$ cat config.mk
export PLATFORM = sky130hd
export DESIGN_NAME = csa_absorb_tree
export DESIGN_NICKNAME = d
export VERILOG_FILES = /design/src/rtl/csa_tree_pkg.sv /design/src/rtl/csa_row.sv /design/src/rtl/csa_tree_level.sv /design/src/rtl/csa_pipe_stage.sv /design/src/rtl/csa_absorb_tree.sv
export SDC_FILE = /design/constraint.sdc
export NUM_CORES = 1
export LEC_CHECK = 0
export ABC_CLOCK_PERIOD_IN_PS = 1500
export BUFFER_PORTS_ARGS = -buffer_cell sky130_fd_sc_hd__buf_2
export CAP_MARGIN = 20
export CORE_MARGIN = 4
export CORE_UTILIZATION = 45
export CTS_BUF_LIST = sky130_fd_sc_hd__clkbuf_8
export DETAILED_ROUTE_END_ITERATION = 8
export PLACE_DENSITY_LB_ADDON = 0.15
export SLEW_MARGIN = 20
export SYNTH_ARGS = -nofsm -noshare
export SYNTH_HDL_FRONTEND = slang
export SYNTH_SLANG_ARGS = --single-unit
$ cat constraint.sdc
create_clock -name clk -period 1.5 [get_ports clk]
set_clock_uncertainty 0.05 [all_clocks]
set_input_delay 0.15 -clock clk [delete_from_list [all_inputs] [get_ports clk]]
set_output_delay 0.15 -clock clk [all_outputs]
set_load 0.02 [all_outputs]
$ cat src/rtl/csa_tree_pkg.sv
package csa_tree_pkg;

    parameter int unsigned PP_W   = 10;
    parameter int unsigned NUM_PP = 8;

    localparam int unsigned ACC_W    = PP_W + $clog2(NUM_PP);
    localparam int unsigned NUM_LVL  = 4;
    localparam int unsigned NUM_LEFT = 2;

    typedef logic [ACC_W-1:0] acc_t;

    typedef enum logic {
        GRP_ONE = 1'b0,
        GRP_TWO = 1'b1
    } grp_e;

    typedef struct packed {
        logic                   vld;
        acc_t [NUM_PP-1:0]      w;
        logic [NUM_PP-1:0]      ci;
    } tree_t;

    // Arithmetic weight of a tree slice: all words plus all pending carry-ins.
    function automatic acc_t tree_total(input tree_t t);
        acc_t acc;
        acc = '0;
        for (int k = 0; k < int'(NUM_PP); k++) begin
            acc = acc + t.w[k] + acc_t'(t.ci[k]);
        end
        return acc;
    endfunction

endpackage

$ cat src/rtl/csa_row.sv
module csa_row
    import csa_tree_pkg::*;
(
    input  acc_t a,
    input  acc_t b,
    input  acc_t c,
    input  logic cin,
    output acc_t s_o,
    output acc_t c_o
);
    logic [ACC_W-2:0] maj;

    for (genvar i = 0; i < int'(ACC_W); i++) begin : g_sum
        assign s_o[i] = a[i] ^ b[i] ^ c[i];
    end

    for (genvar i = 0; i < int'(ACC_W) - 1; i++) begin : g_maj
        assign maj[i] = (a[i] & b[i]) | (a[i] & c[i]) | (b[i] & c[i]);
    end

    // shifted carry leaves bit 0 free: the pending carry-in takes it
    assign c_o = {maj, cin};

endmodule

$ cat src/rtl/csa_tree_level.sv
module csa_tree_level
    import csa_tree_pkg::*;
#(
    parameter int unsigned LVL = 1
)(
    input  tree_t d,
    output tree_t q
);
    localparam logic [NUM_PP-1:0] USED =
        (LVL == 1) ? NUM_PP'(3)  :
        (LVL == 2) ? NUM_PP'(12) :
        (LVL == 3) ? NUM_PP'(16) : NUM_PP'(32);

    if (LVL == 1) begin : g_l1
        acc_t sa, ca, sb, cb;
        csa_row u_a (.a(d.w[0]), .b(d.w[1]), .c(d.w[2]), .cin(d.ci[0]), .s_o(sa), .c_o(ca));
        csa_row u_b (.a(d.w[3]), .b(d.w[4]), .c(d.w[5]), .cin(d.ci[1]), .s_o(sb), .c_o(cb));
        always_comb begin
            q      = '0;
            q.vld  = d.vld;
            q.ci   = d.ci & ~USED;
            q.w[0] = sa;
            q.w[1] = ca;
            q.w[2] = sb;
            q.w[3] = cb;
            q.w[4] = d.w[6];
            q.w[5] = d.w[7];
        end
    end else if (LVL == 2) begin : g_l2
        acc_t sa, ca, sb, cb;
        csa_row u_a (.a(d.w[0]), .b(d.w[1]), .c(d.w[2]), .cin(d.ci[2]), .s_o(sa), .c_o(ca));
        csa_row u_b (.a(d.w[3]), .b(d.w[4]), .c(d.w[5]), .cin(d.ci[3]), .s_o(sb), .c_o(cb));
        always_comb begin
            q      = '0;
            q.vld  = d.vld;
            q.ci   = d.ci & ~USED;
            q.w[0] = sa;
            q.w[1] = ca;
            q.w[2] = sb;
            q.w[3] = cb;
            q.w[4] = d.w[6];
            q.w[5] = d.w[7];
        end
    end else if (LVL == 3) begin : g_l3
        acc_t sa, ca;
        csa_row u_a (.a(d.w[0]), .b(d.w[1]), .c(d.w[2]), .cin(d.ci[4]), .s_o(sa), .c_o(ca));
        always_comb begin
            q      = '0;
            q.vld  = d.vld;
            q.ci   = d.ci & ~USED;
            q.w[0] = sa;
            q.w[1] = ca;
            for (int k = 0; k < 5; k++) begin
                q.w[2+k] = d.w[3+k];
            end
        end
    end else begin : g_l4
        acc_t sa, ca;
        csa_row u_a (.a(d.w[0]), .b(d.w[1]), .c(d.w[2]), .cin(d.ci[5]), .s_o(sa), .c_o(ca));
        always_comb begin
            q      = '0;
            q.vld  = d.vld;
            q.ci   = d.ci & ~USED;
            q.w[0] = sa;
            q.w[1] = ca;
            for (int k = 0; k < 5; k++) begin
                q.w[2+k] = d.w[3+k];
            end
        end
    end

endmodule

$ cat src/rtl/csa_pipe_stage.sv
module csa_pipe_stage
    import csa_tree_pkg::*;
(
    input  logic  clk,
    input  logic  rst,
    input  tree_t d,
    output tree_t q
);
    always_ff @(posedge clk) begin
        if (rst) q <= '0;
        else     q <= d;
    end
endmodule

$ cat src/rtl/csa_absorb_tree.sv
module csa_absorb_tree
    import csa_tree_pkg::*;
#(
    parameter grp_e GROUPING = GRP_ONE
)(
    input  logic                     clk,
    input  logic                     rst,
    input  logic                     in_vld,
    input  logic [NUM_PP*PP_W-1:0]   pp_in,
    input  logic [NUM_PP-1:0]        cin_in,
    output logic                     out_vld,
    output logic [ACC_W-1:0]         sum_o,
    output logic [ACC_W-1:0]         carry_o,
    output logic [NUM_LEFT-1:0]      cin_left
);
    localparam int unsigned LVL_PER_STG = (GROUPING == GRP_ONE) ? 1 : 2;
    localparam int unsigned LAT         = NUM_LVL / LVL_PER_STG;

    tree_t lvl_d [NUM_LVL+1];
    tree_t lvl_c [NUM_LVL];

    always_comb begin
        lvl_d[0]     = '0;
        lvl_d[0].vld = in_vld;
        lvl_d[0].ci  = cin_in;
        for (int k = 0; k < int'(NUM_PP); k++) begin
            lvl_d[0].w[k] = acc_t'(pp_in[k*PP_W +: PP_W]);
        end
    end

    for (genvar g = 0; g < int'(NUM_LVL); g++) begin : g_lvl
        csa_tree_level #(.LVL(g + 1)) u_lvl (.d(lvl_d[g]), .q(lvl_c[g]));
        if (((g + 1) % LVL_PER_STG) == 0) begin : g_reg
            csa_pipe_stage u_stg (.clk(clk), .rst(rst), .d(lvl_c[g]), .q(lvl_d[g+1]));
        end else begin : g_wire
            assign lvl_d[g+1] = lvl_c[g];
        end


        conserve_chk: assert property (@(posedge clk) disable iff (rst)
            lvl_d[g].vld |-> tree_total(lvl_d[g]) == tree_total(lvl_c[g]));
    end

    assign out_vld  = lvl_d[NUM_LVL].vld;
    assign sum_o    = lvl_d[NUM_LVL].w[0];
    assign carry_o  = lvl_d[NUM_LVL].w[1];
    assign cin_left = lvl_d[NUM_LVL].ci[NUM_PP-1 -: NUM_LEFT];

    // ---------------- assertions ----------------
    logic [3:0] warm;
    always_ff @(posedge clk) begin
        if (rst)                warm <= '0;
        else if (warm < 4'(LAT)) warm <= warm + 4'd1;
    end

    acc_t in_total;
    acc_t out_total;
    assign in_total  = tree_total(lvl_d[0]);
    assign out_total = sum_o + carry_o + acc_t'(cin_left[0]) + acc_t'(cin_left[1]);


    idle_after_rst_chk: assert property (@(posedge clk) disable iff (rst)
        (warm < 4'(LAT)) |-> !out_vld);


    lat_chk: assert property (@(posedge clk) disable iff (rst)
        (warm == 4'(LAT)) |-> out_vld == $past(in_vld, LAT));


    e2e_sum_chk: assert property (@(posedge clk) disable iff (rst)
        (warm == 4'(LAT) && out_vld) |-> out_total == $past(in_total, LAT));


    drain_chk: assert property (@(posedge clk) disable iff (rst)
        out_vld |-> tree_total(lvl_d[NUM_LVL]) == out_total);


    cin_place_chk: assert property (@(posedge clk) disable iff (rst)
        (warm == 4'(LAT) && out_vld) |->
            (carry_o[0] == $past(cin_in[5], LAT)) &&
            (cin_left == $past(cin_in[NUM_PP-1 -: NUM_LEFT], LAT)));

endmodule

Word level (Yosys, flattened, before mapping). Index checks and enable logic that the tools add are counted. Widths: inputs -> output; s select.

Bits in registers: 230. Bits of input ports: 91. Output and inout bits: 29. Logic and storage cells: 516.

Bitwise logic cells: 484.

Operator list (number): $and 1x1->1 (204); $xor 1x1->1 (144); $or 1x1->1 (136).

Longest topological paths before layout.
Depth in word-level cells: 3. Depth in mapped cells: 3. Gate-level depth less buffers: 2.

By module. Synthesis repeated with hierarchy kept, for this count alone.

Cell total of the unflattened synthesis: 1337. Area, all modules: 15996.6 sq um.

By module, submodules not included: csa_pipe_stage (times used 4, cells each 238, area an instance 3031.7 sq um, seq. area each 2262.2 sq um); csa_row (times used 6, cells each 14, area an instance 271.5 sq um, seq. area each 0.0 sq um); csa_tree_level (g_lvl[2].u_lvl ...) (times used 2, cells each 88, area an instance 656.9 sq um, seq. area each 0.0 sq um); csa_tree_level (g_lvl[0].u_lvl ...) (times used 2, cells each 62, area an instance 461.7 sq um, seq. area each 0.0 sq um); csa_absorb_tree (times used 1, cells each 1, area an instance 3.8 sq um, seq. area each 0.0 sq um).

Worst setup path after synthesis. No wires, ideal clock.

Path kind: register to register. Start: register g_lvl[0].g_reg.u_stg.q[17] (netlist bit). End: register g_lvl[1].g_reg.u_stg.q[17] (netlist bit). Library setup time: 0.128 ns. Arrival time: 0.865 ns. Data required time: 1.322 ns. Setup slack: 0.457 ns. Cell stages (with the launch flop): 3. Buffers on the path: 0. Clock period less this slack: 1.043 ns. Path through: dfxtp_1 > fa_1 > nor2b_1.

RTL lines: from (decl) (RTL line csa_pipe_stage.sv:7) `output tree_t q`; from (signal assigned) (RTL line csa_pipe_stage.sv:10) `if (rst) q <= '0;`; from (signal assigned) (RTL line csa_pipe_stage.sv:11) `else q <= d;`; to (signal assigned) (RTL line csa_pipe_stage.sv:10); to (signal assigned) (RTL line csa_pipe_stage.sv:11); to (decl) (RTL line csa_pipe_stage.sv:7).

==> flow_summary.toml <==
[status]
outcome = "finished clean"

[power_and_ir_drop]
power_density_nw_per_um2 = 1220
leakage_nw = 3.35
ir_worst_vdd_mv = 0.532
total_power_mw = 9.26

[drt]
via_count = 3256
wl_per_cell_um = 11.7
antenna_left = 0
drc = 0
vias_per_cell = 4.13
dr.pass1.iters = 3
drt-initial-drc-count = 72
wl_mm = 9.23

[yosys]
ys_ff_latch = 183
avgSynthCellArea_um2 = 13.7
yosysTopAreaCellShare_pct = 59.4
netlist_top_cells_area = "dfxtp_1 (59%), fa_1 (20%), nor2b_1 (19%), buf_2 (1.5%), buf_4 (0.24%)"
synth_top_area_cell = "dfxtp_1"
ys_seq_area_share_pct = 59.4
synth_cell_types = 7
syn_area_um2 = 6170
ys_warn_count = 0
synthCells = 451

[sta]
max_freq_mhz = 815
timing.final.crit_share_pct = 81.8
hold_violations = 0
final-setup-viol-count = 0
fin_setup_tns_ns = 0
period_minus_slack_ns = 1.23
rsz0062_at_grt = "false"
drv_slew = 0

[min_path]
hold_class = "in2reg"
hold_path.startpoint = "pp_in[59]"
holdPathStages = 3
hold-path-endpoint = "g_lvl[0].g_reg.u_stg.q[57]"

[placement]
place.gp.congestion = 0.734
io_buffers = 117
hpwlAfterDp_mm = 6.75

[critical_path]
path_max_fanout = 1
crit_slowest_cell = "fa_1"
r2r_setup_slack_ns = 0.27
r2r_end = "g_lvl[2].g_reg.u_stg.q[13]"
r2r_start = "g_lvl[1].g_reg.u_stg.q[13]"
critPathBufInv = 0
path_cells = "fa_1 > nor2b_1"
startpoint_type = "flip-flop"
critical_path_class = "reg2reg"
crit_family = "adder cells"
required_ns = 1.79
r2r_cells = 2
worst_setup_path_end_kind = "flip-flop"
arrival_ns = 1.51
max_stage_delay_ns = 0.53

[grt]
grt-ovfl-total = 0
grt_pass1_vias = 3505
track_usage_pct = 13.0
grt_max_degree = 42
grt_pass1_wl_mm = 15.9
antenna_found_initial = 0

[clock_network]
cts_tree = "built"
cts_buffer_depth = 2
h-tree-depth = 4
root_buffer = "clkbuf_8"
numClockSinks = 183
cts_buffers = 17
clkTransAtPathRegs_ns = 0.08
clock_latency_ns = 0.43

[final_layout]
largest_reg_flops = 183
area_growth_pct = 23.5
fillerInstances = 1130
nets = 757
insertedDiodeCount = 0
drive_above_1_share_pct = 23.5
biggestRegsByFlops = "g_lvl.g_reg.u_stg.q (183)"
largest-register = "g_lvl.g_reg.u_stg.q"

[floorplan]
die_height_um = 125
die-area_um2 = 15600
rows = 42
core_um2 = 13300
die_w_um = 125
start_util_pct = 46.2
io_pins = 120

[flow_run]
max_cap_violations = 0
-- worst max path at each step --
| stage | start | endpoint | cells past startpoint |
|---|---|---|---|
| 6_report | g_lvl[1].g_reg.u_stg.q[13] | g_lvl[2].g_reg.u_stg.q[13] | 2 |
| 5_1_grt | g_lvl[3].g_reg.u_stg.q[18] | sum_o[10] | 1 |
| 4_1_cts | g_lvl[3].g_reg.u_stg.q[18] | sum_o[10] | 1 |
| 3_5_place_dp | g_lvl[1].g_reg.u_stg.q[13] | g_lvl[2].g_reg.u_stg.q[13] | 2 |
| 3_3_place_gp | pp_in[0] | g_lvl[0].g_reg.u_stg.q[8] | 3 |
| 2_1_floorplan | g_lvl[0].g_reg.u_stg.q[17] | g_lvl[1].g_reg.u_stg.q[17] | 2 |
-- final cells by class --
cell class	instances	area [um^2]	area share (%)
sequential	183	3660	48.1
multi-input combinational	247	2390	31.4
timing repair buffer	155	997	13.1
clock buffer	18	248	3.25
tap	176	220	2.89
clock inverter	9	93.8	1.23
-- cell usage after synthesis --
master    count
dfxtp_1     183
nor2b_1     183
fa_1         62
buf_2        19
buf_4         2
clkbuf_1      1
conb_1        1
-- placed cells by master, fill, tap and decap left out --
cell	count
buf_12	3
inv_1	5
dlygate4sd3_1	33
conb_1	2
buf_2	116
clkinvlp_4	2
fa_1	62
clkbuf_8	18
bufinv_16	2
buf_6	1
dfxtp_1	183
nor2b_1	183
buf_4	2
-- power breakdown --
group | internal [mW] | switching, mW
Combinational | 0.533 | 0.394
Clock | 1.45 | 1.47
Sequential | 5.23 | 0.179
-- worst reg2reg max path, stage by stage (launching register included) --
cell	delay, ns
dfxtp_1	0.32
fa_1	0.53
nor2b_1	0.23
-- per-stage QoR --
step	hold WS (ns)	area, um^2	std cells	utilization [%]	worst slack [ns]
6_report	0.0405	7620	788	57.1	0.273
2_1_floorplan	0.228	6170	452	-	0.457
3_3_place_gp	0.310	6940	728	52.0	0.309
3_5_place_dp	0.312	6940	728	52.0	0.288
5_1_grt	0.0164	7620	788	57.1	0.244
4_1_cts	0.00345	7620	788	57.1	0.278
-- timing repair --
item,CTS,global route
hold buffers,33,0
buffers inserted,0,0
gates resized for setup,0,0
endpoints found under the setup margin,0,0
endpoints found under the hold margin,45,0
-- cells by family after synthesis --
family / share of synthesized area (%)
adders and majority gates: 20.1
other: 0.0608
and+or+nand+nor: 18.6
buffers and inverters: 1.85
DFF: 59.4
-- metal layers --
layer,routed length (um),global-route usage (%),vias up
li1,-,-,1640
met3,453,3.80,23
met4,259,6.95,0
met5,0,0,-
met1,4000,15.7,1504
met2,4520,21.0,89
Note: power is estimated with default switching activity, not from simulation.
